==> config.mk <==
export PLATFORM = sky130hd
export DESIGN_NAME = cbit_lb_detect_bank
export DESIGN_NICKNAME = d
export VERILOG_FILES = /design/src/rtl/cbit_lb_pkg.sv /design/src/rtl/cbit_port_det.sv /design/src/rtl/cbit_status_pack.sv /design/src/rtl/cbit_lb_detect_bank.sv
export SDC_FILE = /design/constraint.sdc
export NUM_CORES = 1
export LEC_CHECK = 0
export ABC_AREA = 1
export BUFFER_PORTS_ARGS = -buffer_cell sky130_fd_sc_hd__buf_2
export CAP_MARGIN = 5
export CORE_MARGIN = 2
export CORE_UTILIZATION = 45
export DETAILED_ROUTE_END_ITERATION = 12
export GPL_ROUTABILITY_DRIVEN = 0
export PLACE_DENSITY = 0.76
export SLEW_MARGIN = 30
export SYNTH_ARGS = -nofsm -noshare
export SYNTH_HDL_FRONTEND = slang
export SYNTH_SLANG_ARGS = --single-unit
==> constraint.sdc <==
create_clock -name clk -period 1.4 [get_ports clk]
set_clock_uncertainty 0.05 [all_clocks]
set_input_delay 0.28 -clock clk [delete_from_list [all_inputs] [get_ports clk]]
set_output_delay 0.28 -clock clk [all_outputs]
set_load 0.02 [all_outputs]
==> src/rtl/cbit_lb_pkg.sv <==
// Package: shared mode encoding for the C-bit loopback detector bank.
// Assumes: a two-bit mode field; only MODE_MUX reports status.
package cbit_lb_pkg;
    typedef enum logic [1:0] {
        MODE_MUX = 2'b00,
        MODE_E3  = 2'b01,
        MODE_ALT = 2'b10,
        MODE_RSV = 2'b11
    } lb_mode_e;
endpackage

==> src/rtl/cbit_port_det.sv <==
// Module: cbit_port_det
// One tributary's loopback command detector. It counts consecutive matching
// and non-matching frames, each count saturating at PERSIST, and moves the
// status on the frame that completes a run.
// Assumes: stb is high for one cycle per frame; c1..c3 are valid with stb.
module cbit_port_det #(
    parameter int PERSIST = 5
) (
    input  logic clk,
    input  logic rst_n,
    input  logic stb,
    input  logic c1,
    input  logic c2,
    input  logic c3,
    output logic status
);
    localparam int CW = $clog2(PERSIST + 1);
    localparam logic [CW-1:0] FULL = CW'(PERSIST);
    localparam logic [CW-1:0] LAST = CW'(PERSIST - 1);

    logic          match;
    logic [CW-1:0] set_cnt;
    logic [CW-1:0] clr_cnt;

    // Command pattern: C1 and C2 agree and C3 is their complement.
    assign match = (c1 == c2) && (c3 != c1);

    // Persistence counters and status, advanced only on a frame strobe.
    always_ff @(posedge clk) begin
        if (!rst_n) begin
            set_cnt <= '0;
            clr_cnt <= '0;
            status  <= 1'b0;
        end else if (stb) begin
            if (match) begin
                clr_cnt <= '0;
                if (set_cnt != FULL) set_cnt <= set_cnt + 1'b1;
                if (set_cnt >= LAST) status <= 1'b1;
            end else begin
                set_cnt <= '0;
                if (clr_cnt != FULL) clr_cnt <= clr_cnt + 1'b1;
                if (clr_cnt >= LAST) status <= 1'b0;
            end
        end
    end
endmodule

==> src/rtl/cbit_status_pack.sv <==
// Module: cbit_status_pack
// Packs the per-port status vector into two words, blanks everything
// outside the multiplex mode, and forms the summary and interrupt.
// Assumes: NPORTS <= 2*WORD; unused upper bits read as zero.
module cbit_status_pack
    import cbit_lb_pkg::*;
#(
    parameter int NPORTS = 28,
    parameter int WORD   = 16
) (
    input  logic [NPORTS-1:0] st,
    input  logic [1:0]        mode,
    input  logic              irq_mask,
    output logic [WORD-1:0]   stat_lo,
    output logic [WORD-1:0]   stat_hi,
    output logic              summary,
    output logic              irq_n
);
    localparam int TOTAL = 2 * WORD;

    logic [TOTAL-1:0] wide;
    logic             report;

    // Only the multiplex mode gives the status a meaning.
    assign report = (lb_mode_e'(mode) == MODE_MUX);

    // Zero-extend the gated status into both words.
    always_comb begin
        wide = '0;
        wide[NPORTS-1:0] = report ? st : '0;
    end

    assign stat_lo = wide[WORD-1:0];
    assign stat_hi = wide[TOTAL-1:WORD];

    // Summary OR and the masked, active-low interrupt.
    assign summary = |wide;
    assign irq_n   = ~(summary & irq_mask);
endmodule

==> src/rtl/cbit_lb_detect_bank.sv <==
// Module: cbit_lb_detect_bank (top)
// Bank of per-port loopback command detectors with packed status words,
// a summary bit and a maskable active-low interrupt.
// Assumes: synchronous active-low reset; one strobe per frame per port.
module cbit_lb_detect_bank #(
    parameter int NPORTS  = 28,
    parameter int WORD    = 16,
    parameter int PERSIST = 5
) (
    input  logic              clk,
    input  logic              rst_n,
    input  logic [NPORTS-1:0] frame_stb,
    input  logic [NPORTS-1:0] c1,
    input  logic [NPORTS-1:0] c2,
    input  logic [NPORTS-1:0] c3,
    input  logic [1:0]        mode,
    input  logic              irq_mask,
    output logic [WORD-1:0]   stat_lo,
    output logic [WORD-1:0]   stat_hi,
    output logic              summary,
    output logic              irq_n
);
    logic [NPORTS-1:0] raw_st;

    // One detector per tributary port.
    for (genvar p = 0; p < NPORTS; p++) begin : g_port
        cbit_port_det #(.PERSIST(PERSIST)) u_det (
            .clk    (clk),
            .rst_n  (rst_n),
            .stb    (frame_stb[p]),
            .c1     (c1[p]),
            .c2     (c2[p]),
            .c3     (c3[p]),
            .status (raw_st[p])
        );
    end

    // Word packing, mode blanking and interrupt.
    cbit_status_pack #(.NPORTS(NPORTS), .WORD(WORD)) u_pack (
        .st       (raw_st),
        .mode     (mode),
        .irq_mask (irq_mask),
        .stat_lo  (stat_lo),
        .stat_hi  (stat_hi),
        .summary  (summary),
        .irq_n    (irq_n)
    );
endmodule

Yosys cells after proc, flatten, opt, wreduce, memory -nomap -nowiden
Cells that the tools add are included.
{"block": "totals", "register_bits": 196, "input_bits": 117, "output_inout_bits": 34}
{"block": "classes", "add_sub_neg": 56, "reduce_logical": 170, "mux": 197, "eq_ne": 168, "magnitude_cmp": 56, "bitwise_logic": 2}
{"op": "$mux W3", "n": 112}
{"op": "$add A3 B1 Y3 const B", "n": 56}
{"op": "$ge A3 B3 Y1 const B", "n": 56}
{"op": "$ne A3 B3 Y1 const B", "n": 56}
{"op": "$ne A2 B2 Y1 const B", "n": 56}
{"op": "$reduce_and A2 Y1", "n": 56}
{"op": "$reduce_bool A2 Y1", "n": 56}
{"op": "$mux W1", "n": 84}
{"op": "$reduce_and A3 Y1", "n": 28}
{"op": "$eq A1 B1 Y1", "n": 28}
{"op": "$logic_and A1 B1 Y1", "n": 28}
{"op": "$mux W28", "n": 1}
{"op": "$ne A1 B1 Y1", "n": 28}
{"op": "$reduce_or A28 Y1", "n": 1}
{"op": "$logic_not A2 Y1", "n": 1}
{"op": "$and A1 B1 Y1", "n": 1}
{"op": "$not A1 Y1", "n": 1}

Logic depth before layout (Yosys ltp)
{"block": "logic_depth", "depth_word": 5, "depth_mapped": 9}

Modules after synthesis
Synthesis repeated with hierarchy kept, for this count alone.
{"block": "hier_totals", "hier_cells": 2070, "area_unflattened_um2": 13820.8}
{"mod": "cbit_port_det (g_port[0].u_det ...)", "cells_per_inst": 70, "n_inst": 22, "area_per_inst_um2": 476.7, "seq_area_each_um2": 140.1}
{"mod": "cbit_port_det (g_port[5].u_det ...)", "cells_per_inst": 72, "n_inst": 4, "area_per_inst_um2": 470.5, "seq_area_each_um2": 140.1}
{"mod": "cbit_port_det (g_port[4].u_det)", "cells_per_inst": 71, "n_inst": 1, "area_per_inst_um2": 503.0, "seq_area_each_um2": 140.1}
{"mod": "cbit_port_det (g_port[9].u_det)", "cells_per_inst": 72, "n_inst": 1, "area_per_inst_um2": 475.5, "seq_area_each_um2": 140.1}
{"mod": "cbit_status_pack", "cells_per_inst": 99, "n_inst": 1, "area_per_inst_um2": 473.0, "seq_area_each_um2": 0.0}

Least setup slack after synthesis
Ideal clock, no wire load.
{"block": "synth_timing", "path_type": "input port to output port", "from": "in mode[1]", "to": "out stat_hi[0]", "path_buffers": 2, "required_ps": 1070, "stages": 5, "arrival_ps": 1055, "path_slack_ps": 15, "path_cell_list": "nor2_4 -> buf_8 -> inv_2 -> buf_6 -> nor2_1"}
{"block": "synth_via", "elab_chain_cells": 2}
{"item": "start: declaration", "line_no": "cbit_lb_detect_bank.sv:16", "rtl": "input logic [1:0] mode,"}
{"item": "$logic_not A2 Y1", "line_no": "cbit_status_pack.sv:25", "rtl": "assign report = (lb_mode_e'(mode) == MODE_MUX);"}
{"item": "$mux W28", "line_no": "cbit_status_pack.sv:30", "rtl": "wide[NPORTS-1:0] = report ? st : '0;"}
{"item": "end: declaration", "line_no": "cbit_lb_detect_bank.sv:19", "rtl": "output logic [WORD-1:0] stat_hi,"}
No other way between the ends.

Worst setup path after layout
{"block": "layout_timing", "from": "reg g_port[13].u_det.status", "to": "out irq_n"}
{"block": "layout_via", "elab_chain_cells": 4}
{"item": "start: declaration", "line_no": "cbit_port_det.sv:15", "rtl": "output logic status"}
{"item": "start signal: assignment", "line_no": "cbit_port_det.sv:33", "rtl": "status <= 1'b0;"}
{"item": "start signal: assignment", "line_no": "cbit_port_det.sv:38", "rtl": "if (set_cnt >= LAST) status <= 1'b1;"}
{"item": "start signal: assignment", "line_no": "cbit_port_det.sv:42", "rtl": "if (clr_cnt >= LAST) status <= 1'b0;"}
{"item": "$mux W28", "line_no": "cbit_status_pack.sv:30"}
{"item": "$reduce_or A28 Y1", "line_no": "cbit_status_pack.sv:37", "rtl": "assign summary = |wide;"}
{"item": "$and A1 B1 Y1", "line_no": "cbit_status_pack.sv:38", "rtl": "assign irq_n = ~(summary & irq_mask);"}
{"item": "$not A1 Y1", "line_no": "cbit_status_pack.sv:38"}
{"item": "end: declaration", "line_no": "cbit_lb_detect_bank.sv:21", "rtl": "output logic irq_n"}
No other way between the ends.

==> results.cfg <==
[routing]
firstDrtPassIters = 5
drc = 0
ant_nets = 0
initialDrtViolationCount = 650
route.vias.total = 12100
drt_wl_total_um = 30000
wl_per_cell_um = 12.2
post_drt_via_cell_ratio = 4.92

[critical_path]
path_cells = o21ai_2, nand2_1, inv_1, nand2_1, nor2_2, nand2_2, nand2_2, buf_6
worstReg2RegStart = g_port[6].u_det.set_cnt[1]
r2r_slack_ns = 0.08
cp-start-kind = flip-flop
end_kind = primary output
arrival_ns = 1.49
worstSetupPathType = reg -> out
max_stage_delay_ns = 0.33
critPathTopFamily = simple AND/OR/NAND/NOR gates
r2r_end = g_port[6].u_det.set_cnt[2]
critPathMaxFanout = 2
critPathRequiredTime_ns = 1.07
critPathSlowestCell = dfxtp_2
cp_num_buf_inv = 2
reg2regPathDepth = 8

[clock_tree]
clk_pin_slew_ns = 0.07
clock_tree.buffer_depth = 2
htreeDepth = 4
clkLatencyLatePin_ns = 0.43
cts_root_buf = clkbuf_16
cts.sinks = 196
hold_buffers = 0
cts_tree = yes
cts_buffers = 17

[placed_design]
io_buffers = 146
pre_cts_ws_ns = -0.272
dp_hpwl_um = 21100

[floorplan]
initial_core_util_pct = 45.3
die_h_um = 171
dieWidth_um = 171
num_rows = 61
die_area_um2 = 29200
io_pins = 151
core-area_um2 = 27600

[layout]
mostFrequentLayoutCells = 479 x nand2_1, 273 x inv_1, 176 x nor2_1
area_growth_pct = 22.9
layout_commonest_cell = nand2_1
nets = 2288
nFillCells = 2532
drive_above_1_share_pct = 19.5

[status]
outcome = finished with violations
violations = negative setup slack

[logic_synthesis]
synthArstFlopShare_pct = 0
ys_seq_area_share_pct = 31.3
synth.top_cells.by_area = dfxtp_1 31%, nand2_1 15%, ha_1 11%
yosys_warnings = 0
ys_ff_latch = 196
netlist_area_um2 = 12500
synth.avg_cell_area_um2 = 6.68
synthFlopType = dfxtp_1
synth_area_leader_cell = dfxtp_1
synthCells = 1876
netlist.area_leader.share_pct = 31.3
synth-edff-count = 0
ys_types = 29

[sta]
final_max_slew_viol_count = 0
worst_slack_ns = -0.415
tns_ns = -3.98
post-route-period-util_pct = 130
min_period_ns = 1.82
achievable-frequency_mhz = 551
rsz0062_at_grt = yes
timing.final.hold_violations = 0
setup_viol = 30

[global_routing]
met2_usage_pct = 35.5
antenna_found_initial = 1
grt.total_usage_pct = 20.5
grt_overflow = 0
first_global_vias = 11100
grt_max_degree = 56
use_met1_pct = 24.7
grt_pass1_wl_um = 49100
grt_util_met3_pct = 3.35
busiest_layer = met2

[power_and_ir_drop]
power.density_nw_per_um2 = 878
p_switching_mw = 3.66
intPower_mw = 9.86
vdd_ir_drop_max_mv = 0.658
power_frac_seq_pct = 44.5
p_leak_nw = 7.64
clkPwrFrac_pct = 40.8
p_comb_share_pct = 14.7
swShare_pct = 27.1

[min_path]
min-delay-start = rst_n
hold_end = g_port[8].u_det.clr_cnt[2]
hp-class = in -> reg
whs_path_depth = 3

[flow_run]
drv_cap = 0
-- metrics by stage --
| stage | std cells | cell area, um^2 | util (%) | power [mW] | hold WS, ns |
|---|---|---|---|---|---|
| after floorplan | 1879 | 12500 | - | 7.46 | 0.406 |
| after global placement | 2399 | 13900 | 50.4 | 7.91 | 0.414 |
| after detailed placement | 2399 | 13900 | 50.4 | 8.01 | 0.420 |
| after CTS | 2441 | 15200 | 55.0 | 13.6 | 0.133 |
| after global routing | 2451 | 15400 | 55.7 | 14.2 | 0.152 |
| final | 2451 | 15400 | 55.7 | 13.5 | 0.154 |
-- how the worst max path moves through the flow --
stage | startpoint | endpoint | slack [ns] | cells past startpoint
finish | g_port[13].u_det.status | irq_n | -0.42 | 8
global route | g_port[25].u_det.status | irq_n | -0.49 | 6
detailed placement | mode[1] | irq_n | -0.27 | 11
floorplan | mode[1] | stat_hi[0] | 0.02 | 5
global placement | mode[1] | irq_n | -0.24 | 11
CTS | g_port[13].u_det.status | irq_n | -0.42 | 8
-- area by class of cell --
cell class | instances | area [um^2] | area share, %
Clock buffer | 19 | 443 | 2.88
Multi-Input combinational cell | 1322 | 7430 | 48.2
Antenna cell | 1 | 2.50 | 0.0163
Sequential cell | 196 | 3970 | 25.8
Timing Repair Buffer | 217 | 1690 | 10.9
Tap cell | 378 | 473 | 3.07
Inverter | 305 | 1180 | 7.65
Clock inverter | 13 | 219 | 1.42
-- registers in the layout, indices dropped and copies added (netlist names) --
name and flops:
g_port.u_det.clr_cnt 84, g_port.u_det.set_cnt 84, g_port.u_det.status 28
-- tightest hold or removal path: stages --
cell and delay [ns]:
buf_2 0.14, inv_4 0.11, a21oi_1 0.06
-- repair_timing --
| item | CTS | global route |
|---|---|---|
| setup buffers | 9 | 19 |
| gates resized for setup | 177 | 66 |
| gates cloned | 3 | 0 |
| pin swaps | 21 | 20 |
| endpoints found under the setup margin | 30 | 40 |
-- synthesized netlist by cell type, types with 4 or more instances --
cell and count:
nand3_2 4, xor2_1 24, a211oi_1 19, ha_1 112, inv_2 4, nor3_1 4, buf_2 18, nand2_2 31
o21ai_2 6, nor2_1 203, o21bai_4 4, nand2_1 485, inv_1 301, nand3_1 93, nand3b_1 24, buf_6 4
nand4_1 65, clkbuf_1 29, buf_4 4, o21bai_1 52, o21ai_0 11, dfxtp_1 196, a21oi_1 174, nand2_4 4
-- power by group through the flow --
stage               logic [mW]  registers [mW]  clock network, mW
finish                    1.99            6.01               5.51
global route              2.30            6.05               5.84
CTS                       1.96            6.01               5.62
detailed placement        1.87            6.14                  0
global placement          1.79            6.12                  0
floorplan                 1.37            6.09                  0
-- routing by layer --
| layer | part of all wire [%] | wire [um] | vias up |
|---|---|---|---|
| met2 | 49 | 14600 | 222 |
| li1 | - | - | 6306 |
| met1 | 44 | 13300 | 5482 |
| met5 | 0 | 0 | - |
| met4 | 3.4 | 1020 | 0 |
| met3 | 3.3 | 999 | 58 |
-- cells by family after synthesis --
logic type,count (synthesis),share of synthesized area (%)
other cells,1,0.0299
fa+ha+maj,112,11.2
buf+inv,361,11.4
compound gates,267,12.8
simple gates,915,31.6
xor+xnor,24,1.68
flops,196,31.3
Power figures use the tool's default switching activity.
